--- src/rtl/cr_cmp_pkg.sv ---
package cr_cmp_pkg;
  localparam int unsigned FIELD_W = 4;

  typedef struct packed {
    logic lt;
    logic gt;
    logic eq;
  } cmp_res_t;

  function automatic logic [FIELD_W-1:0] pack_field(cmp_res_t r, logic so);
    return {r.lt, r.gt, r.eq, so};
  endfunction
endpackage

--- src/rtl/cr_cmp_core.sv ---
module cr_cmp_core
  import cr_cmp_pkg::*;
#(
  parameter int unsigned XLEN = 64
) (
  input  logic [XLEN-1:0] a_i,
  input  logic [XLEN-1:0] b_i,
  input  logic            signed_i,
  input  logic            wide_i,
  output cmp_res_t        res_o
);
  localparam int unsigned HALF = XLEN / 2;

  logic signed [XLEN:0] a_ext, b_ext;

  // one extra bit carries the sign (or zero) so a single signed compare covers both modes
  always_comb begin
    if (wide_i) begin
      a_ext = {signed_i & a_i[XLEN-1], a_i};
      b_ext = {signed_i & b_i[XLEN-1], b_i};
    end else begin
      a_ext = {{(HALF+1){signed_i & a_i[HALF-1]}}, a_i[HALF-1:0]};
      b_ext = {{(HALF+1){signed_i & b_i[HALF-1]}}, b_i[HALF-1:0]};
    end
    res_o.lt = a_ext < b_ext;
    res_o.gt = a_ext > b_ext;
    res_o.eq = a_ext == b_ext;
  end
endmodule

--- src/rtl/cr_field_merge.sv ---
module cr_field_merge
  import cr_cmp_pkg::*;
#(
  parameter int unsigned NFIELD = 8,
  localparam int unsigned CR_W  = NFIELD * FIELD_W,
  localparam int unsigned IDX_W = $clog2(NFIELD)
) (
  input  logic [CR_W-1:0]    cr_i,
  input  logic [IDX_W-1:0]   idx_i,
  input  logic [FIELD_W-1:0] field_i,
  output logic [CR_W-1:0]    cr_o
);
  for (genvar k = 0; k < NFIELD; k++) begin : g_fld
    localparam int unsigned HI = CR_W - 1 - k * FIELD_W;
    assign cr_o[HI -: FIELD_W] = (idx_i == IDX_W'(k)) ? field_i : cr_i[HI -: FIELD_W];
  end
endmodule

--- src/rtl/cr_compare_unit.sv ---
module cr_compare_unit
  import cr_cmp_pkg::*;
#(
  parameter int unsigned XLEN   = 64,
  parameter int unsigned NFIELD = 8
) (
  input  logic                        clk_i,
  input  logic                        rst_ni,
  input  logic                        valid_i,
  input  logic [XLEN-1:0]             op_a_i,
  input  logic [XLEN-1:0]             op_b_i,
  input  logic                        signed_i,
  input  logic                        len_i,
  input  logic [$clog2(NFIELD)-1:0]   field_i,
  input  logic                        impl64_i,
  input  logic                        strict_i,
  input  logic                        so_i,
  input  logic [NFIELD*FIELD_W-1:0]   cr_i,
  output logic [NFIELD*FIELD_W-1:0]   cr_o,
  output logic                        we_o,
  output logic                        illegal_o
);
  localparam int unsigned CR_W = NFIELD * FIELD_W;

  cmp_res_t         res;
  logic             wide, bad_form;
  logic [CR_W-1:0]  cr_merged;

  assign wide     = impl64_i & len_i;
  assign bad_form = ~impl64_i & len_i & strict_i;

  cr_cmp_core #(.XLEN(XLEN)) u_core (
    .a_i      (op_a_i),
    .b_i      (op_b_i),
    .signed_i (signed_i),
    .wide_i   (wide),
    .res_o    (res)
  );

  cr_field_merge #(.NFIELD(NFIELD)) u_merge (
    .cr_i    (cr_i),
    .idx_i   (field_i),
    .field_i (pack_field(res, so_i)),
    .cr_o    (cr_merged)
  );

  always_ff @(posedge clk_i or negedge rst_ni) begin
    if (!rst_ni) begin
      cr_o      <= '0;
      we_o      <= 1'b0;
      illegal_o <= 1'b0;
    end else begin
      we_o      <= valid_i & ~bad_form;
      illegal_o <= valid_i & bad_form;
      if (valid_i) cr_o <= bad_form ? cr_i : cr_merged;
    end
  end


  result_onehot_chk: assert property (@(posedge clk_i) disable iff (!rst_ni)
    valid_i |-> $onehot({res.lt, res.gt, res.eq}));


  we_illegal_excl_chk: assert property (@(posedge clk_i) disable iff (!rst_ni)
    !(we_o && illegal_o));


  illegal_keeps_cr_chk: assert property (@(posedge clk_i) disable iff (!rst_ni)
    valid_i && bad_form |=> illegal_o && cr_o == $past(cr_i));


  idle_hold_chk: assert property (@(posedge clk_i) disable iff (!rst_ni)
    !valid_i |=> !we_o && !illegal_o && $stable(cr_o));


  lax_form_writes_chk: assert property (@(posedge clk_i) disable iff (!rst_ni)
    valid_i && !impl64_i && !strict_i |=> we_o);
endmodule

--- config.mk ---
export PLATFORM = sky130hd
export DESIGN_NAME = cr_compare_unit
export DESIGN_NICKNAME = d
export VERILOG_FILES = /design/src/rtl/cr_cmp_pkg.sv /design/src/rtl/cr_cmp_core.sv /design/src/rtl/cr_field_merge.sv /design/src/rtl/cr_compare_unit.sv
export SDC_FILE = /design/constraint.sdc
export NUM_CORES = 1
export LEC_CHECK = 0
export ABC_CLOCK_PERIOD_IN_PS = 800
export CORE_MARGIN = 4
export CORE_UTILIZATION = 40
export CTS_CLUSTER_SIZE = 20
export DETAILED_ROUTE_END_ITERATION = 10
export MAX_ROUTING_LAYER = met4
export PLACE_DENSITY = 0.83
export SLEW_MARGIN = 20
export SYNTH_ARGS = -nofsm -noshare
export SYNTH_HDL_FRONTEND = slang
export SYNTH_SLANG_ARGS = --single-unit
--- constraint.sdc ---
create_clock -name clk_i -period 0.8 [get_ports clk_i]
set_input_delay 0.16 -clock clk_i [delete_from_list [all_inputs] [get_ports clk_i]]
set_output_delay 0.16 -clock clk_i [all_outputs]
set_load 0.1 [all_outputs]
## Yosys cells after proc, flatten, opt, wreduce, memory -nomap -nowiden

Cells that the tools add are included.

| word-level totals | value |
|---|---|
| logic and storage cells | 36 |
| output and inout bits | 34 |
| register bits after elaboration | 34 |
| memories kept | 0 |
| memory bits (writable) | 0 |
| bits in latches | 0 |
| bits in read-only memories | 0 |

| cells by class | value |
|---|---|
| multiply operators | 0 |
| shift-type cells | 0 |
| bitwise logic cells | 11 |
| multiplexer cells | 11 |
| eq/ne operators | 8 |
| div/mod/pow operators | 0 |
| order comparisons | 2 |
| add/sub/neg operators | 0 |
| reductions and logical operators | 1 |

Operators by type and width:

| operator | count |
|---|---|
| $mux W65 | 2 |
| $eq A65 B65 Y1 | 1 |
| $gt A65 B65 Y1 | 1 |
| $lt A65 B65 Y1 | 1 |
| $mux W32 | 1 |
| $mux W4 | 8 |
| $eq A3 B3 Y1 const B | 4 |
| $and A1 B1 Y1 | 9 |
| $eq A3 B2 Y1 const B | 2 |
| $eq A3 B1 Y1 const B | 1 |
| $logic_not A3 Y1 | 1 |
| $not A1 Y1 | 2 |

## Logic depth before layout (Yosys ltp)

| depth | value |
|---|---|
| word-level depth | 5 |
| gate-level depth with buffers | 13 |
| mapped depth without buffers | 12 |

## Modules after synthesis

A second synthesis with hierarchy kept.

| second synthesis, totals | value |
|---|---|
| cell total of the unflattened synthesis | 475 |
| area total of the unflattened synthesis | 4,085.2 µm² |

By module, submodules not included:

| module | area an instance (µm²) | cells an instance | instances | sequential area each (µm²) |
|---|---|---|---|---|
| cr_cmp_core | 2,139.6 | 324 | 1 | 0.0 |
| cr_compare_unit | 1,515.2 | 111 | 1 | 850.8 |
| cr_field_merge | 430.4 | 40 | 1 | 0.0 |

## Worst setup path after synthesis

Ideal clock, no wire load.

| timing path | value |
|---|---|
| path type | in2reg |
| from | input port len_i |
| to | register cr_o[30] |
| stages on the path | 13 |
| data arrival time | 2,641 ps |
| setup time | 120 ps |
| setup slack | -1,962 ps |
| cells stage by stage | nand2_1 clkbuf_1 buf_1 o21a_1 ha_1 a21oi_1 o21ai_1 a221oi_2 o211ai_1 a22oi_1 nand3_2 buf_6 a41o_1 |

| on the way | value |
|---|---|
| word-level cells in the longest chain between the ends | 5 |
| elaborated cells between the ends (all ways) | 8 |
| those cells by class | order compare (1); mux (4); bitwise (3) |

Ends and longest elaborated chain:

| item | RTL line | text |
|---|---|---|
| start, declared | cr_compare_unit.sv:13 | `input logic len_i,` |
| $and A1 B1 Y1 | cr_compare_unit.sv:29 | `assign wide = impl64_i & len_i;` |
| $mux W65 | cr_cmp_core.sv:18 | `if (wide_i) begin` |
| $gt A65 B65 Y1 | cr_cmp_core.sv:26 | `res_o.gt = a_ext > b_ext;` |
| $mux W4 | cr_field_merge.sv:15 | `assign cr_o[HI -: FIELD_W] = (idx_i == IDX_W'(k)) ? field_i : cr_i[HI -: FIELD_W];` |
| $mux W32 * | cr_compare_unit.sv:55 | `if (valid_i) cr_o <= bad_form ? cr_i : cr_merged;` |
| end signal, assigned | cr_compare_unit.sv:55 |  |
| end, declared | cr_compare_unit.sv:19 | `output logic [NFIELD*FIELD_W-1:0] cr_o,` |

Every way passes the cells marked *; elsewhere a longest branch is shown, timed or not.
A chain may end at the register's enable or synchronous reset.

## Final worst setup path

| timing path | value |
|---|---|
| from | input port op_b_i[54] |
| to | register cr_o[7] |

| on the way | value |
|---|---|
| word-level cells in the longest chain between the ends | 4 |

Ends and longest elaborated chain:

| item | RTL line | text |
|---|---|---|
| start, declared | cr_compare_unit.sv:11 | `input logic [XLEN-1:0] op_b_i,` |
| $mux W65 | cr_cmp_core.sv:18 |  |
| $lt A65 B65 Y1 | cr_cmp_core.sv:25 | `res_o.lt = a_ext < b_ext;` |
| $mux W4 | cr_field_merge.sv:15 |  |
| $mux W32 | cr_compare_unit.sv:55 |  |

Every way passes these cells.

==> impl_metrics.env <==
export IMPL_outcome="finished, violations left"
export IMPL_violations="negative setup slack"
export IMPL_r2r_end="cr_o[22]$_DFFE_PN0P_"
export IMPL_drv_slew=0
export IMPL_period_minus_slack_ns=2.81
export IMPL_ys_types=40
export IMPL_arrival_ns=3.00
export IMPL_via_per_inst=6.19
export IMPL_grtUsageTotal_pct=32.2
export IMPL_worst_slack_ns=-2.01
export IMPL_cts_root_buf="clkbuf_8"
export IMPL_initial_utilization_pct=41.7
export IMPL_area_growth_pct=109
export IMPL_gp_routability_congestion=0.985
export IMPL_finalSetupViolCount=66
export IMPL_dieArea_um2=10800
export IMPL_wire_per_inst_um=23.2
export IMPL_post_route_period_util_pct=351
export IMPL_hold_class="input port to asynchronous set/reset pin"
export IMPL_grt_pass1_vias=5301
export IMPL_die_h_um=104
export IMPL_numCtsBuffers=5
export IMPL_core_um2=8850
export IMPL_synthCells=475
export IMPL_chipWidth_um=104
export IMPL_grt_pass1_wl_um=27500
export IMPL_wirelength_um=20000
export IMPL_ys_ff_latch=34
export IMPL_path_delay_family="compound AO/OA/AOI/OAI gates"
export IMPL_crit_path_end_kind="register"
export IMPL_cts_tree="done"
export IMPL_drc=0
export IMPL_pwr_density_cell_nw_per_um2=1380
export IMPL_avgSynthCellArea_um2=7.77
export IMPL_final_cell_mix="clkdlybuf4s50_1 (148), buf_4 (65), ha_1 (57)"
export IMPL_slowest_stage="a2111o_2"
export IMPL_dp_slack_ns=-2.67
export IMPL_fin_skew_ns=0
export IMPL_synth_ff_type="dfrtp_1"
export IMPL_max_stage_delay_ns=0.52
export IMPL_final_common_cell="clkdlybuf4s50_1"
export IMPL_critical_path_max_fanout=4
export IMPL_layout_drive_gt1_share_pct=32.4
export IMPL_io_buffers=204
export IMPL_ant_nets=0
export IMPL_crit_type="input port to register"
export IMPL_rows=34
export IMPL_stdcell_count=862
export IMPL_grt_overflow=0
export IMPL_ys_seq_area_share_pct=23.1
export IMPL_ys_async_sr_fraction_pct=100
export IMPL_first_pass_iters=7
export IMPL_grt_max_degree=44
export IMPL_dp_cells=817
export IMPL_rr_worst_depth=3
export IMPL_required_ns=0.99
export IMPL_clk_pin_slew_ns=0.08
export IMPL_rr_startpoint="cr_o[22]$_DFFE_PN0P_"
export IMPL_rsz0062_at_grt="true"
export IMPL_slew_headroom_pct=74.8
export IMPL_worst_slew_pin_slew_ns=0.374
export IMPL_hold_viol_final=0
export IMPL_fmax_mhz=356
export IMPL_vias=5339
export IMPL_synth_nets=711
export IMPL_crit_chain="clkdlybuf4s50_1 -> o21ai_0 -> ha_1 -> a21oi_1 -> o21ai_0 -> a221oi_1 -> o211ai_1 -> a2111o_2 -> buf_6 -> nand4_1 -> a21oi_2"
export IMPL_yosysWarnings=0
export IMPL_max_cap_viol_count=0
export IMPL_synth_edff_count=0
export IMPL_start_kind="input port"
export IMPL_cts_max_level=2
export IMPL_regToRegSetupSlack_ns=-0.27
export IMPL_path_common_cell="o21ai_0"
export IMPL_fin_nets=988
export IMPL_power_leakage_nw=3.32
export IMPL_antenna_found_initial=1
export IMPL_clk_path_buf_depth=2
export IMPL_path_buf_inv=2
export IMPL_hold_buffers=0
export IMPL_dpl_hpwl_um=12300
export IMPL_synth_area_um2=3690
export IMPL_ir_drop_uv=1220
export IMPL_stdcell_area_um2=7690
export IMPL_pin_count=205
export IMPL_drt_iter0_drc=421
export IMPL_clk_latency_ns=0.30
export IMPL_clock_sinks=34
export IMPL_placed_cell_area_um2=6790
synth_stat cells (2+ instances only):
cell	n	area, µm²
nand2b_1	4	25.0
ha_1	65	813
nand2_1	57	214
o211ai_1	2	15.0
a221oi_1	3	26.3
o2bb2ai_1	8	70.1
mux2i_1	8	80.1
nor2_1	39	146
inv_1	35	131
nand3_1	5	25.0
o21a_1	33	248
or2_2	2	12.5
nor3_1	4	20.0
a21oi_1	46	230
dfrtp_1	34	851
buf_1	4	15.0
nand4_1	18	113
o21ai_0	42	210
a41o_1	8	80.1
and3_1	2	12.5
and2_1	2	12.5
clkbuf_1	18	67.6
nor4_1	3	18.8
o21ai_1	6	30.0
a22oi_1	3	22.5
nand3b_1	2	15.0
a31oi_1	9	56.3
registers in the layout, indices dropped and copies added (netlist names):
signal	count
cr_o	32
illegal_o	1
we_o	1
layout make-up:
cell class	count	area, µm²
clock buffers	6	82.6
repair buffers	293	3210
diodes	1	2.50
clock inverters	2	60.1
flip-flops and latches	34	978
multi-input cells	382	3090
inverters	36	136
well taps	108	135
fillers	433	1160
worst max path at each step:
stage	start	end	slack, ns	depth (start not counted)
finish	op_b_i[54]	cr_o[7]$_DFFE_PN0P_	-2.01	11
detailed placement	len_i	cr_o[18]$_DFFE_PN0P_	-2.67	14
floorplan	len_i	cr_o[26]$_DFFE_PN0P_	-1.67	13
CTS	impl64_i	cr_o[19]$_DFFE_PN0P_	-1.67	14
global route	op_b_i[37]	cr_o[7]$_DFFE_PN0P_	-2.00	12
global placement	len_i	cr_o[18]$_DFFE_PN0P_	-2.52	14
metrics by stage:
step / util (%) / hold slack, ns / TNS (ns) / total power [mW]
floorplan: - / -0.136 / -40.00 / 5.08
global placement: 76.7 / 0.549 / -68.49 / 7.38
detailed placement: 76.7 / 0.553 / -71.71 / 7.55
CTS: 83.6 / 0.226 / -51.98 / 10.0
global route: 86.9 / 0.251 / -60.40 / 11.0
finish: 86.9 / 0.219 / -59.14 / 10.6
cell families (layout without fill, tap and decap cells):
kind of cell / Yosys count / after routing / synth area share [%]
AO/OA/AOI/OAI: 165 / 165 / 28.2
AND/OR/NAND/NOR: 143 / 144 / 18.2
adder cells (fa/ha/maj): 65 / 65 / 22.0
buffers and inverters: 60 / 337 / 6.34
flip-flops: 34 / 34 / 23.1
multiplexers: 8 / 8 / 2.17
other: 0 / 1 / 0
where the power goes:
group	switching [mW]	internal [mW]	leakage, nW
registers	0.219	2.02	0.366
clock network	0.727	1.33	0.0714
logic	3.45	2.89	2.89
worst register-to-register path, stage by stage (launching register included):
cell and delay, ns:
dfrtp_4 0.50, buf_4 0.14, o2bb2ai_1 0.11, a41o_1 0.21
timing repair:
item | CTS | global route
gates cloned | 5 | 1
pin swaps | 69 | 30
resized for setup | 123 | 28
buffers inserted | 18 | 15
setup endpoints to repair | 68 | 66
routing by layer:
metal	track usage [%]	part of all wire, %
met2	57.3	50
met3	5.59	7.8
met4	14.7	7.2
met5	-	0
met1	35.0	35
No activity file was read; power rests on OpenSTA's default activity.
